## config.mk

```make
export PLATFORM = sky130hd
export DESIGN_NAME = zc_edge_detect
export DESIGN_NICKNAME = d
export VERILOG_FILES = /design/src/rtl/zcd_pkg.sv /design/src/rtl/zcd_window.sv /design/src/rtl/zcd_qualify.sv /design/src/rtl/zcd_event.sv /design/src/rtl/zc_edge_detect.sv
export SDC_FILE = /design/constraint.sdc
export NUM_CORES = 1
export LEC_CHECK = 0
export BUFFER_PORTS_ARGS = -buffer_cell sky130_fd_sc_hd__buf_2
export CAP_MARGIN = 5
export CORE_AREA = 2 2 39 41
export DETAILED_ROUTE_END_ITERATION = 8
export DIE_AREA = 0 0 41 43
export PLACE_DENSITY_LB_ADDON = 0.3
export SLEW_MARGIN = 25
export SYNTH_ARGS = -nofsm -noshare
export SYNTH_HDL_FRONTEND = slang
export SYNTH_SLANG_ARGS = --single-unit
```

## constraint.sdc

```tcl
create_clock -name clk -period 3.9 [get_ports clk]
set_input_delay 0.39 -clock clk [delete_from_list [all_inputs] [get_ports clk]]
set_output_delay 0.39 -clock clk [all_outputs]
set_load 0.01 [all_outputs]
```

## src/rtl/zcd_pkg.sv

```systemverilog
package zcd_pkg;

    localparam int unsigned ZCD_FILT_W = 4;

    typedef enum logic {
        QUAL_LEVEL = 1'b0,
        QUAL_EDGE  = 1'b1
    } qual_mode_e;

    typedef struct packed {
        logic       level;
        logic       expect_lvl;
        qual_mode_e mode;
    } sample_sel_t;

    // Level that must be seen after the selected transition.
    function automatic logic expected_level(input logic pol_rise);
        return pol_rise;
    endfunction

    // Sensor mode always uses level qualification.
    function automatic qual_mode_e pick_mode(input logic protect_en,
                                             input logic sensor_mode);
        return (protect_en && !sensor_mode) ? QUAL_EDGE : QUAL_LEVEL;
    endfunction

endpackage

```

## src/rtl/zcd_window.sv

```systemverilog
module zcd_window (
    input  logic clk,
    input  logic rst,
    input  logic demag_stb,
    input  logic comm_stb,
    input  logic fire,
    output logic win_open,
    output logic arm,
    output logic active
);

    logic open_q;

    // Commutation outranks demagnetization; firing closes the window.
    always_ff @(posedge clk) begin
        if (rst) begin
            open_q <= 1'b0;
        end else if (comm_stb) begin
            open_q <= 1'b0;
        end else if (demag_stb) begin
            open_q <= 1'b1;
        end else if (fire) begin
            open_q <= 1'b0;
        end
    end

    assign win_open = open_q;
    assign arm      = demag_stb && !comm_stb;
    assign active   = open_q && !comm_stb && !demag_stb;

endmodule

```

## src/rtl/zcd_qualify.sv

```systemverilog
module zcd_qualify
    import zcd_pkg::*;
#(
    parameter int unsigned FILT_W = ZCD_FILT_W
) (
    input  logic              clk,
    input  logic              rst,
    input  logic              smp_stb,
    input  sample_sel_t       sel,
    input  logic [FILT_W-1:0] filt_n,
    input  logic              arm,
    input  logic              active,
    output logic              fire,
    output logic              prev_lvl
);

    localparam logic [FILT_W-1:0] CNT_MAX = {FILT_W{1'b1}};

    logic              prev_q;
    logic [FILT_W-1:0] run_q;
    logic              match;
    logic              edge_ok;
    logic              level_ok;

    assign match    = (sel.level == sel.expect_lvl);
    assign edge_ok  = (prev_q != sel.expect_lvl);
    assign level_ok = (run_q == filt_n);

    always_comb begin
        fire = 1'b0;
        if (active && smp_stb && match) begin
            unique case (sel.mode)
                QUAL_EDGE:  fire = edge_ok;
                QUAL_LEVEL: fire = level_ok;
                default:    fire = 1'b0;
            endcase
        end
    end

    // Previous sample: reloaded on arming, otherwise on every strobe.
    always_ff @(posedge clk) begin
        if (rst) begin
            prev_q <= 1'b0;
        end else if (arm || smp_stb) begin
            prev_q <= sel.level;
        end
    end

    // Run length of consecutive matching samples inside the window.
    always_ff @(posedge clk) begin
        if (rst || arm || !active) begin
            run_q <= '0;
        end else if (smp_stb) begin
            if (!match || fire) begin
                run_q <= '0;
            end else if (run_q != CNT_MAX) begin
                run_q <= run_q + 1'b1;
            end
        end
    end

    assign prev_lvl = prev_q;

endmodule

```

## src/rtl/zcd_event.sv

```systemverilog
module zcd_event (
    input  logic clk,
    input  logic rst,
    input  logic fire,
    input  logic flag_clr,
    output logic zc_evt,
    output logic zc_flag
);

    logic evt_q;
    logic flag_q;

    always_ff @(posedge clk) begin
        if (rst) begin
            evt_q <= 1'b0;
        end else begin
            evt_q <= fire;
        end
    end

    // Set outranks clear.
    always_ff @(posedge clk) begin
        if (rst) begin
            flag_q <= 1'b0;
        end else if (fire) begin
            flag_q <= 1'b1;
        end else if (flag_clr) begin
            flag_q <= 1'b0;
        end
    end

    assign zc_evt  = evt_q;
    assign zc_flag = flag_q;

endmodule

```

## src/rtl/zc_edge_detect.sv

```systemverilog
module zc_edge_detect
    import zcd_pkg::*;
#(
    parameter int unsigned FILT_W = ZCD_FILT_W
) (
    input  logic              clk,
    input  logic              rst,
    input  logic              smp_stb,
    input  logic              cmp_in,
    input  logic              sens_in,
    input  logic              demag_stb,
    input  logic              comm_stb,
    input  logic              pol_rise,
    input  logic              protect_en,
    input  logic              sensor_mode,
    input  logic [FILT_W-1:0] filt_n,
    input  logic              flag_clr,
    output logic              zc_evt,
    output logic              zc_flag
);

    sample_sel_t sel;
    logic        win_open;
    logic        arm;
    logic        active;
    logic        fire;
    logic        prev_lvl;

    always_comb begin
        sel.level      = sensor_mode ? sens_in : cmp_in;
        sel.expect_lvl = expected_level(pol_rise);
        sel.mode       = pick_mode(protect_en, sensor_mode);
    end

    zcd_window u_window (
        .clk       (clk),
        .rst       (rst),
        .demag_stb (demag_stb),
        .comm_stb  (comm_stb),
        .fire      (fire),
        .win_open  (win_open),
        .arm       (arm),
        .active    (active)
    );

    zcd_qualify #(.FILT_W(FILT_W)) u_qualify (
        .clk      (clk),
        .rst      (rst),
        .smp_stb  (smp_stb),
        .sel      (sel),
        .filt_n   (filt_n),
        .arm      (arm),
        .active   (active),
        .fire     (fire),
        .prev_lvl (prev_lvl)
    );

    zcd_event u_event (
        .clk      (clk),
        .rst      (rst),
        .fire     (fire),
        .flag_clr (flag_clr),
        .zc_evt   (zc_evt),
        .zc_flag  (zc_flag)
    );

endmodule

```

======== After elaboration in Yosys (flattened, before gate mapping) ========
Cells that the tools add are included.
word-level totals
  bits in registers ....................... 8
  bits of input ports ..................... 15
  output and inout port bits .............. 2
  word-level logic and storage cells ...... 41
operators by class
  add/sub/neg operators ................... 1
  equal/unequal tests ..................... 4
  mux-type cells .......................... 10
  bitwise logic cells ..................... 1
  reduce and logical (&&, ||, !) cells .... 20
operators by type and width
  kind                 number
  $mux 4               2
  $mux 1               7
  $logic_and 1x1->1    6
  $reduce_bool 2->1    3
  $logic_not 1->1      5
  $add 4x1->4 const B  1
  $eq 4x4->1           1
  $logic_or 1x1->1     4
  $ne 4x4->1 const B   1
  $pmux 1 s2           1
  $reduce_and 2->1     1
  $reduce_or 2->1      1
  $eq 1x1->1           1
  $ne 1x1->1           1
  $not 1->1            1

======== Logic depth before layout (Yosys ltp) ========
Gate-level depths: netlist of the first run.
  depth in word-level cells ............... 9
  depth in mapped cells ................... 5
  gate-level depth less buffers ........... 5

======== Cells and area by module ========
Synthesis of the first run repeated with hierarchy kept, for this count alone.
second synthesis, totals
  cells, all modules ...................... 58
  area, all modules ....................... 509.2 µm²
by module, submodules not included
  module          instances  cells each  area each (µm²)  sequential area each (µm²)
  zcd_qualify     1          44          364.1            100.1
  zcd_event       1          6           62.6             40.0
  zcd_window      1          6           58.8             20.0
  zc_edge_detect  1          2           23.8             0.0

======== Worst setup path after synthesis of the first run ========
No wires, ideal clock.
  path kind ............................... input-to-reg
  from .................................... in sensor_mode
  to ...................................... reg u_qualify.run_q[2]
  library setup time ...................... 0.079 ns
  data arrival time ....................... 1.291 ns
  data required time ...................... 3.821 ns
  slack ................................... 2.529 ns
  stages .................................. 5
  buffers on the path ..................... 0
  cells stage by stage .................... and2b_4 nor3_1 a211oi_2 o21ai_1 a211oi_2
between the ends
  cells in the longest elaborated chain, start to end .. 9
  elaborated cells on any way between the ends .. 14
  those cells by class .................... eq/ne: 1; mux: 5; bitwise: 1; reduce/logical: 7
ends and longest elaborated chain
  what                                line                  RTL
  start, declared                     zc_edge_detect.sv:15  input logic sensor_mode,
  $logic_not 1->1                     zcd_pkg.sv:24         return (protect_en && !sensor_mode) ? QUAL_EDGE : QUAL_LEVEL;
  $logic_and 1x1->1                   zcd_pkg.sv:24
  $mux 1                              zcd_pkg.sv:24
  $not 1->1                           zcd_qualify.sv:32     unique case (sel.mode)
  $pmux 1 s2                          zcd_qualify.sv:32
  $mux 1                              zcd_qualify.sv:31     if (active && smp_stb && match) begin
  $logic_or 1x1->1 (*)                zcd_qualify.sv:54     if (!match || fire) begin
  $reduce_bool 2->1 (no source line)  -
  $reduce_and 2->1 (no source line)   -
  end signal, assigned                zcd_qualify.sv:57     run_q <= run_q + 1'b1;
  end, declared                       zcd_qualify.sv:20     logic [FILT_W-1:0] run_q;
Every way passes the cells marked *; elsewhere a longest branch is shown, timed or not.
A chain may end at the register's enable or synchronous reset.

======== Final worst setup path of the first run ========
  from .................................... reg u_qualify.run_q[0]
  to ...................................... reg u_qualify.run_q[2]
between the ends
  cells in the longest elaborated chain, start to end .. 6
  elaborated cells on any way between the ends .. 10
  those cells by class .................... add/sub: 1; eq/ne: 2; mux: 4; reduce/logical: 3
ends and longest elaborated chain
  what                                line               RTL
  $eq 4x4->1                          zcd_qualify.sv:27  assign level_ok = (run_q == filt_n);
  $pmux 1 s2                          zcd_qualify.sv:32
  $mux 1                              zcd_qualify.sv:31
  $logic_or 1x1->1                    zcd_qualify.sv:54
  $reduce_bool 2->1 (no source line)  -
  $reduce_and 2->1 (no source line)   -
Parallel ways exist; a longest one is shown, timed or not. The select of a mux whose other input is x is not followed.

==> results of run 1 <==
## final timing paths
path / start / to / cells after the start
min reg2reg: u_event.zc_flag / u_event.zc_flag / 2
max reg2reg: u_qualify.run_q[0] / u_qualify.run_q[2] / 5
min: rst / u_event.zc_evt / 2
max: u_qualify.run_q[0] / u_qualify.run_q[2] / 5
## final cells by class
cell class / instances / area [µm²] / share of cell area [%]
Clock buffer: 3 / 22.52 / 3.482
Sequential cell: 8 / 160.2 / 24.76
Tap cell: 16 / 20.02 / 3.095
Inverter: 2 / 7.507 / 1.161
Timing Repair Buffer: 16 / 80.08 / 12.38
Multi-Input combinational cell: 50 / 356.6 / 55.13
## state kept, by name (all words and copies together), names as in the netlist
register,count
u_event.zc_flag,1
u_window.win_open,1
u_qualify.run_q,4
u_event.zc_evt,1
u_qualify.prev_lvl,1
## worst reg2reg max path, delay by kind of cell (launching register included)
| kind | cells | cell delay, ns |
|---|---|---|
| compound gates | 3 | 0.72 |
| xor+xnor | 1 | 0.24 |
| simple gates | 1 | 0.08 |
| flops | 1 | 0.45 |
## report_power, final
part / internal (mW) / total [mW] / switching [mW]
sequential: 0.0832 / 0.0847 / 0.00148
combinational: 0.0154 / 0.0308 / 0.0155
clock: 0.0353 / 0.0653 / 0.0300
total: 0.134 / 0.181 / 0.0470
## kinds of logic after synthesis
family	Yosys count	synth area share (%)
compound gates	17	23.70
mux	1	2.606
fa+ha+maj	1	2.369
flops	8	30.33
xor+xnor	7	11.61
simple gates	24	27.25
buf+inv	3	2.133
## metal layers
metal	part of all wire [%]	wire [µm]	GRT usage, %
met1	44	493	18.65
met2	49	548	22.81
met3	6.0	67	7.853
met4	0	0	8.000
met5	0	0	0
## metrics by stage
step	utilization (%)	instances	hold WS, ns	total power, mW	instance area, µm²
floorplan	-	61	0.4591	0.1051	528.0
global placement	45.12	92	0.4603	0.1171	624.3
detailed placement	45.12	92	0.4722	0.1176	624.3
CTS	46.75	95	0.3267	0.1854	646.9
global route	46.75	95	0.3374	0.1923	646.9
finish	46.75	95	0.3372	0.1809	646.9
## placed cells by master, fill, tap and decap left out, types with 3 or more instances in the layout
cell and count:
buf_2 16, dfxtp_1 8, xor2_1 5, nand2b_1 4, nor2_1 4, a211oi_2 3, nand3_1 3, o21ai_0 3
a21oi_1 3, clkbuf_4 3
==> results.md, run 1 <==
* Total GRT Usage at between 15 and 20%
* CTS tree: yes
* Area Growth Syn to Fin at 22.51%
* Final hold vios at 0
* #FFs+latches synth at 8
* Register area share after synthesis at roughly 30%
* Crit path buf inv count at 0
* Worst-Margin Slew at about 0.34 ns
* Core Area at 0.001384 mm²
* Max Clock Freq at roughly 640 MHz
* Post-synth top area share at 30.33%
* WL per Instance at between 10 and 15 µm
* Port bufs at 16
* Antenna cells at 0
* Critical Path RT at 4.08 ns
* Inserted Clock Buffers at 3
* Synth async-reset ratio at 0%
* First drt pass iteration count at 6
* Fin crit share at between 30% and 40%
* Slowest cell on crit path: dfxtp_1
* Die Y at between 40 and 50 µm
* Setup-failing EPs final at 0
* CP max stage delay at 0.45 ns
* Synth cell types at 30
* PwrDens at 279.6 mW/mm²
* CTS HTree Levels at 1
* Mapped Area at between 500 and 600 µm²
* Total global routing overflow at 0
* Via count at around 500
* CP Capture Type: flip-flop
* Area leader, netlist: dfxtp_1
* Hpwl dp at approximately 880 µm
* Pre-CTS WS at between 2 and 2.5 ns
* Fillers at between 100 and 150
* Post-route ant nets at 0
* Crit path DAT at 1.74 ns
* Top Family by Delay on Critical Path: compound AO/OA/AOI/OAI gates
* Crit Path Max Fanout at 7
* Largest net degree at the start of global routing at 12
* Clk_lat worst skew at 0.26 ns
* CP dominant cell by count: a211oi_2
* Die width at 41 µm
* Ordered cell list for the critical path: xor2_1 -> nor3_1 -> a211oi_2 -> o21ai_1 -> a211oi_2
* Warnings, synthesis at 0
* VDD IR-drop max at 160.4 µV
* Initial Utilization at 38.16%
* Post-Syn Area per Cell at about 8.7 µm²
* RSZ-0062 raised after global routing: false
* Initial antenna violation count at 0
* Rel. slew slack at 76.96%
* Root Buffer Master: clkbuf_4
* Worst min path class: in -> reg
* # rows at 14
* Number of global-route vias before repair at 454
* Routed WL at 1109 µm
* I/O pin count at 17
* Syn_nets at 77
* Crit Path Category: reg -> reg
* Status: finished clean
* Drc violations at 0
* Post-cts sizing count at 0
* Gpl congestion at slightly above 0.7
* Mapped Cells at a little over 60
* Post-layout min period at 1.558 ns
* Hold Buf Count CTS at 0
* Share of cells above drive strength 1 at between 30 and 40%
* Worst-case clock buffer depth at 2
* Startpoint Class: flip-flop
* Clock sinks at 8
* Synth top area cells: dfxtp_1, xor2_1, a211oi_2, nand2b_1, xnor2_1
* Nets at 97
* First-pass GRT wire length at 1828 µm
* Starting DRT DRC Count at 9
* Setup Fix Bufs, Post-CTS at 0
* Clock Pin Slew Worst Setup and Hold Paths at 0.05 ns
* Number of synthesized flops with an enable pin at 0
* Max-Cap Viols at 0
* Max-slew violations at 0
* Skew final at 0.0005151 ns
* Top_reg_cell synth: dfxtp_1
* Via/cell ratio at 5.253
* Post-synth top cells: dfxtp_1, xor2_1, nand2b_1, nor2_1
* DIE AREA at 0.001763 mm²
* Most frequent cell after synthesis: dfxtp_1
* Leak Pwr at 0.2619 nW
* Setup_tns at 0 ns
* R2R setup slack at 2.34 ns
* Final worst slack at 2.342 ns
No activity file was read; power rests on OpenSTA's default activity.
==> run 2: changes to the inputs <==
==> constraint.sdc (replaced) <==
create_clock -name clk -period 1.3 [get_ports clk]
set_input_delay 0.13 -clock clk [delete_from_list [all_inputs] [get_ports clk]]
set_output_delay 0.13 -clock clk [all_outputs]
set_load 0.01 [all_outputs]
==> run 2 against run 1 <==
Effect of this change:
- the run now ends with setup timing left
- global-route usage increased by 2.2 points
- register-to-register slack got worse by 2.4 ns
- cell area increased by 32%
- final cell count increased by 14%
- largest power group unchanged
- clock skew increased by 0.0014 ns
- non-clock buffer count increased by 13
==> results.md, run 2 (synthesis results as in run 1) <==
* Final hold slack at 0.06212 ns (was 0.3372 ns)
* Root Buffer Master: clkbuf_4 (unchanged)
* Top reg by flops: u_qualify.run_q (unchanged)
* Post-layout min period at 1.349 ns (was 1.558 ns)
* Ordered cell list for the critical path: xor2_2 -> nor3_2 -> a211oi_2 -> buf_4 -> buf_4 -> o21ai_2 -> a21oi_2 (was xor2_1 -> nor3_1 -> a211oi_2 -> o21ai_1 -> a211oi_2)
* First drt pass iteration count at 3 (was 6)
* Fin area at 854.6 µm² (was 646.9 µm²)
* Clock Pin Slew Worst Setup and Hold Paths at 0.06 ns (was 0.05 ns)
* Clock sinks at 8 (unchanged)
* Via count at 555 (was 499)
* Post-route ant nets at 0 (unchanged)
* Dpl cells at 102 (was 92)
* Worst min path class: in -> reg (unchanged)
* Crit path DAT at 1.50 ns (was 1.74 ns)
* Startpoint Class: flip-flop (unchanged)
* Final worst slack at -0.04854 ns (was 2.342 ns)
* Worst-Margin Slew at 0.2539 ns (was 0.3429 ns)
* Commonest non-fill, non-tap cell in the layout: buf_2 (unchanged)
* Max Clock Freq at 741.5 MHz (was 641.8 MHz)
* Setup_tns at -0.07739 ns (was 0 ns)
* Die width at 41 µm (unchanged)
* Gpl congestion at 0.7782 (was 0.7227)
* Setup-failing EPs final at 3 (was 0)
* Failing checks: setup timing
* Most frequent cells in the layout: buf_2, buf_4, nand2b_1, nor2_1, dfxtp_2 (was buf_2, dfxtp_1, xor2_1)
* Antenna cells at 0 (unchanged)
* Initial Utilization at 38.16% (unchanged)
* Nets at 110 (was 97)
* Slowest cell on crit path: dfxtp_2 (was dfxtp_1)
* Worst Hold End: u_event.zc_flag (was u_event.zc_evt)
* Max-Cap Viols at 0 (unchanged)
* Crit Path Max Fanout at 5 (was 7)
* Final cell count without fillers at 108 (was 95)
* Multi-input gate area at 457.9 µm² (was 356.6 µm²)
* Leak Pwr at 0.3445 nW (was 0.2619 nW)
* Inserted Clock Buffers at 3 (unchanged)
* Skew final at 0.001905 ns (was 0.0005151 ns)
* # rows at 14 (unchanged)
* CTS HTree Levels at 1 (unchanged)
* Rel. slew slack at 83.02% (was 76.96%)
* WL per Instance at 12.19 µm (was 11.67 µm)
* Post-layout util at 61.75% (was 46.75%)
* Port bufs at 16 (unchanged)
* Total GRT Usage at 18.06% (was 15.86%)
* Die Y at 43 µm (unchanged)
* CP Capture Type: flip-flop (unchanged)
* Largest net degree at the start of global routing at 11 (was 12)
* Fin crit share at 103.7% (was 39.95%)
* Worst R2R End: u_qualify.run_q[0] (was u_qualify.run_q[2])
* RSZ-0062 raised after global routing: true (was false)
* First-pass GRT wire length at 2145 µm (was 1828 µm)
* Critical Path RT at 1.45 ns (was 4.08 ns)
* Number of global-route vias before repair at 539 (was 454)
* Area Growth Syn to Fin at 61.85% (was 22.51%)
* Drc violations at 0 (unchanged)
* Crit Path Category: reg -> reg (unchanged)
* CP dominant cell by count: buf_4 (was a211oi_2)
* DIE AREA at 0.001763 mm² (unchanged)
* Via/cell ratio at 5.139 (was 5.253)
* Register area at 168.9 µm² (was 160.2 µm²)
* Crit path buf inv count at 2 (was 0)
* Levels on crit path at 7 (was 5)
* Final hold vios at 0 (unchanged)
* DP Area at 701.9 µm² (was 624.3 µm²)
* VDD IR-drop max at 393.0 µV (was 160.4 µV)
* Share of cells above drive strength 1 at 63.04% (was 30.38%)
* R2R setup slack at -0.05 ns (was 2.34 ns)
* Worst reg2reg startpoint: u_qualify.run_q[2] (was u_qualify.run_q[0])
* Routed WL at 1316 µm (was 1109 µm)
* Hpwl dp at 939.5 µm (was 883.1 µm)
* Pre-CTS WS at -0.1023 ns (was 2.272 ns)
* Worst hold start: rst (unchanged)
* Worst reg2reg path depth at 7 (was 5)
* Max reg flops at 4 (unchanged)
* Hold path depth at 2 (unchanged)
* Total global routing overflow at 0 (unchanged)
* Initial antenna violation count at 0 (unchanged)
* Pwr Total at 0.5969 mW (was 0.1809 mW)
* Starting DRT DRC Count at 4 (was 9)
* CP max stage delay at 0.33 ns (was 0.45 ns)
* Clk_lat worst skew at 0.27 ns (was 0.26 ns)
* Max-slew violations at 0 (unchanged)
* Top Family by Delay on Critical Path: flip-flops (was compound AO/OA/AOI/OAI gates)
* Status: complete, but fails checks (was finished clean)
* CTS tree: yes (unchanged)
* Fillers at 132 (was 149)
* I/O pin count at 17 (unchanged)
* Worst-case clock buffer depth at 2 (unchanged)
* PwrDens at 698.4 mW/mm² (was 279.6 mW/mm²)
* Core Area at 0.001384 mm² (unchanged)
run 2: cell count changes in the layout (fill, tap and decap cells not counted), moves of 3 or more:
cell	previous run	this run
buf_4	0	13
dfxtp_2	0	4
o21ai_2	0	3
dfxtp_1	8	3
run 2: metal layers:
metal | routed length (µm) | GRT usage (%)
met1 | 578 | 24.51
met2 | 646 | 25.00
met3 | 63 | 4.712
met4 | 27 | 10.00
met5 | 0 | 0
run 2: how the worst max path moves through the flow:
stage / slack, ns / end / from
2_1_floorplan: -0.01 / u_event.zc_flag / u_qualify.run_q[2]
3_3_place_gp: -0.06 / u_event.zc_flag / u_qualify.run_q[2]
3_5_place_dp: -0.10 / u_event.zc_flag / u_qualify.run_q[2]
4_1_cts: -0.02 / u_event.zc_flag / u_qualify.run_q[3]
5_1_grt: -0.13 / u_event.zc_flag / u_qualify.run_q[2]
6_report: -0.05 / u_qualify.run_q[0] / u_qualify.run_q[2]
run 2: final cells by class:
class	instances	share of cell area (%)
multi-input combinational	50	53.59
clock buffer	3	2.635
tap	16	2.343
inverter	2	0.8785
timing repair buffer	29	20.79
sequential	8	19.77
run 2: repair_timing:
item | 4_1_cts | 5_1_grt
setup buffers | 1 | 2
gates resized for setup | 8 | 14
endpoints found under the setup margin | 7 | 7
pin swaps | 14 | 13
gates cloned | 0 | 0
hold buffers | 0 | 0
run 2: report_power, final:
group          total [mW]  internal, mW  switching (mW)
sequential          0.252         0.248         0.00412
clock               0.203         0.106          0.0964
combinational       0.142        0.0769          0.0650
total               0.597         0.431           0.166
==> run 3: changes to the inputs <==
--- a/config.mk
+++ b/config.mk
@@ -10,7 +10,7 @@
 export CORE_AREA = 2 2 39 41
 export DETAILED_ROUTE_END_ITERATION = 8
 export DIE_AREA = 0 0 41 43
-export PLACE_DENSITY_LB_ADDON = 0.3
+export PLACE_DENSITY = 0.65
 export SLEW_MARGIN = 25
 export SYNTH_ARGS = -nofsm -noshare
 export SYNTH_HDL_FRONTEND = slang
==> run 3 against run 2 <==
Effect of this change:
- the flow still finishes with violations (setup timing)
- non-clock buffer count up 3
- register-to-register slack better by 0.02 ns
- combinational power down 6%
- worst hold slack gained 0.026 ns
- via count increased by 2.3%
- first-iteration DRC count grew 100%
- largest cell class unchanged
- highest routed layer unchanged
==> results.md, run 3 (synthesis results as in run 1) <==
* Initial antenna violation count at 0 (unchanged)
* CP Capture Type: flip-flop (unchanged)
* Nets at 113 (was 110)
* DIE AREA at 0.001763 mm² (unchanged)
* Final hold vios at 0 (unchanged)
* Crit path DAT at 1.49 ns (was 1.50 ns)
* I/O pin count at 17 (unchanged)
* Startpoint Class: flip-flop (unchanged)
* Clock Pin Slew Worst Setup and Hold Paths at 0.06 ns (about the same)
* CTS HTree Levels at 1 (unchanged)
* Final worst slack at -0.02719 ns (was -0.04854 ns)
* PwrDens at 699.2 mW/mm² (was 698.4 mW/mm²)
* Initial Utilization at 38.16% (unchanged)
* Final cell count without fillers at 111 (was 108)
* Pwr Total at 0.5730 mW (was 0.5969 mW)
* Hpwl dp at 919.9 µm (was 939.5 µm)
* Die width at 41 µm (unchanged)
* Port bufs at 16 (unchanged)
* Starting DRT DRC Count at 8 (was 4)
* Largest net degree at the start of global routing at 11 (unchanged)
* Worst R2R End: u_qualify.run_q[3] (was u_qualify.run_q[0])
* Area Growth Syn to Fin at 55.21% (was 61.85%)
* Inserted Clock Buffers at 3 (unchanged)
* Antenna cells at 0 (unchanged)
* Fillers at 120 (was 132)
* Max reg flops at 4 (unchanged)
* Number of global-route vias before repair at 515 (was 539)
* Via count at 568 (was 555)
* Share of cells above drive strength 1 at 55.79% (was 63.04%)
* RSZ-0062 raised after global routing: true (unchanged)
* Worst Setup SP: u_qualify.run_q[0] (was u_qualify.run_q[2])
* Crit Path Category: reg -> reg (unchanged)
* Core Area at 0.001384 mm² (unchanged)
* Drc violations at 0 (unchanged)
* Most frequent cells in the layout: buf_2, buf_4 (was buf_2, buf_4, nand2b_1, nor2_1, dfxtp_2)
* Max-Cap Viols at 0 (unchanged)
* Dpl cells at 106 (was 102)
* Worst Hold End: u_event.zc_flag (unchanged)
* Total global routing overflow at 0 (unchanged)
* Root Buffer Master: clkbuf_4 (unchanged)
* Worst min path class: in -> reg (unchanged)
* Routed WL at 1219 µm (was 1316 µm)
* R2R setup slack at -0.03 ns (was -0.05 ns)
* Pre-CTS WS at -0.1140 ns (was -0.1023 ns)
* Total GRT Usage at 16.97% (was 18.06%)
* Max-slew violations at 0 (unchanged)
* Hold Buf Count CTS at 0 (unchanged)
* Rel. slew slack at 83.28% (was 83.02%)
* WL per Instance at 10.98 µm (was 12.19 µm)
* Status: complete, but fails checks (unchanged)
* Worst-Margin Slew at 0.2502 ns (was 0.2539 ns)
* Setup-failing EPs final at 5 (was 3)
* Clock sinks at 8 (unchanged)
* Critical Path RT at 1.46 ns (was 1.45 ns)
* Hold path depth at 2 (unchanged)
* VDD IR-drop max at 412.0 µV (was 393.0 µV)
* Failing checks: setup timing (unchanged)
* Gpl congestion at 0.8012 (was 0.7782)
* Final hold slack at 0.08810 ns (was 0.06212 ns)
* Worst hold start: rst (unchanged)
* CTS tree: yes (unchanged)
* Max Clock Freq at 753.5 MHz (was 741.5 MHz)
* Post-layout min period at 1.327 ns (was 1.349 ns)
* Leak Pwr at 0.3545 nW (was 0.3445 nW)
* Crit Path Max Fanout at 5 (unchanged)
* Fin crit share at 102.1% (was 103.7%)
* Clk_lat worst skew at 0.25 ns (was 0.27 ns)
* # rows at 14 (unchanged)
* Worst reg2reg startpoint: u_qualify.run_q[0] (was u_qualify.run_q[2])
* Worst reg2reg path depth at 6 (was 7)
* Post-route ant nets at 0 (unchanged)
* Via/cell ratio at 5.117 (was 5.139)
* Worst-case clock buffer depth at 2 (unchanged)
* Die Y at 43 µm (unchanged)
* Skew final at 0.008578 ns (was 0.001905 ns)
* First drt pass iteration count at 4 (was 3)
* First-pass GRT wire length at 2007 µm (was 2145 µm)
* Top reg by flops: u_qualify.run_q (unchanged)
==> run 3: changes by cell type in the layout (fill, tap and decap cells not counted), sizes merged <==
cell | before | now
buf | 29 | 32
==> run 3: where the power goes <==
group	switching [mW]	total (mW)	internal, mW
logic	0.0601	0.133	0.0728
registers	0.00270	0.253	0.250
clock network	0.0819	0.187	0.105
==> run 3: worst max-delay path by stage <==
stage                               to  cells after the start
detailed placement     u_event.zc_flag                      5
CTS                    u_event.zc_flag                      5
finish              u_qualify.run_q[3]                      6
floorplan              u_event.zc_flag                      5
global placement       u_event.zc_flag                      5
global route        u_qualify.run_q[1]                      6
==> run 3: critical path, cell delays in order, from the launching register on <==
cell	delay, ns
dfxtp_2	0.37
xor2_2	0.17
nor3_2	0.07
a211oi_2	0.22
buf_4	0.18
o21ai_2	0.06
a211oi_2	0.17
==> run 3: layout make-up <==
cell class	instances	area (µm²)	area share, %
Tap cell	16	20.02	2.443
Inverter	2	7.507	0.9160
Clock buffer	3	22.52	2.748
Multi-Input combinational cell	50	404.1	49.31
Timing Repair Buffer	32	200.2	24.43
Sequential cell	8	165.2	20.15
==> run 3: per-stage QoR <==
step | area (µm²) | util, % | TNS, ns
2_1_floorplan | 530.5 | - | -0.01128
3_3_place_gp | 732.0 | 52.89 | -0.4305
3_5_place_dp | 732.0 | 52.89 | -0.5320
4_1_cts | 804.5 | 58.14 | -0.04595
5_1_grt | 819.5 | 59.22 | -0.6083
6_report | 819.5 | 59.22 | -0.09337
==> run 3: what timing repair did <==
item,4_1_cts,5_1_grt
setup endpoints to repair,7,7
buffers inserted,2,0
resized for setup,7,4
pin swaps,11,9
==> run 3: routing by layer <==
layer / up-vias / wire [µm] / track usage, %
met5: - / 0 / 0
met4: 0 / 21 / 8.000
met3: 2 / 51 / 6.283
met2: 12 / 545 / 25.62
met1: 263 / 601 / 20.26
li1: 291 / - / -
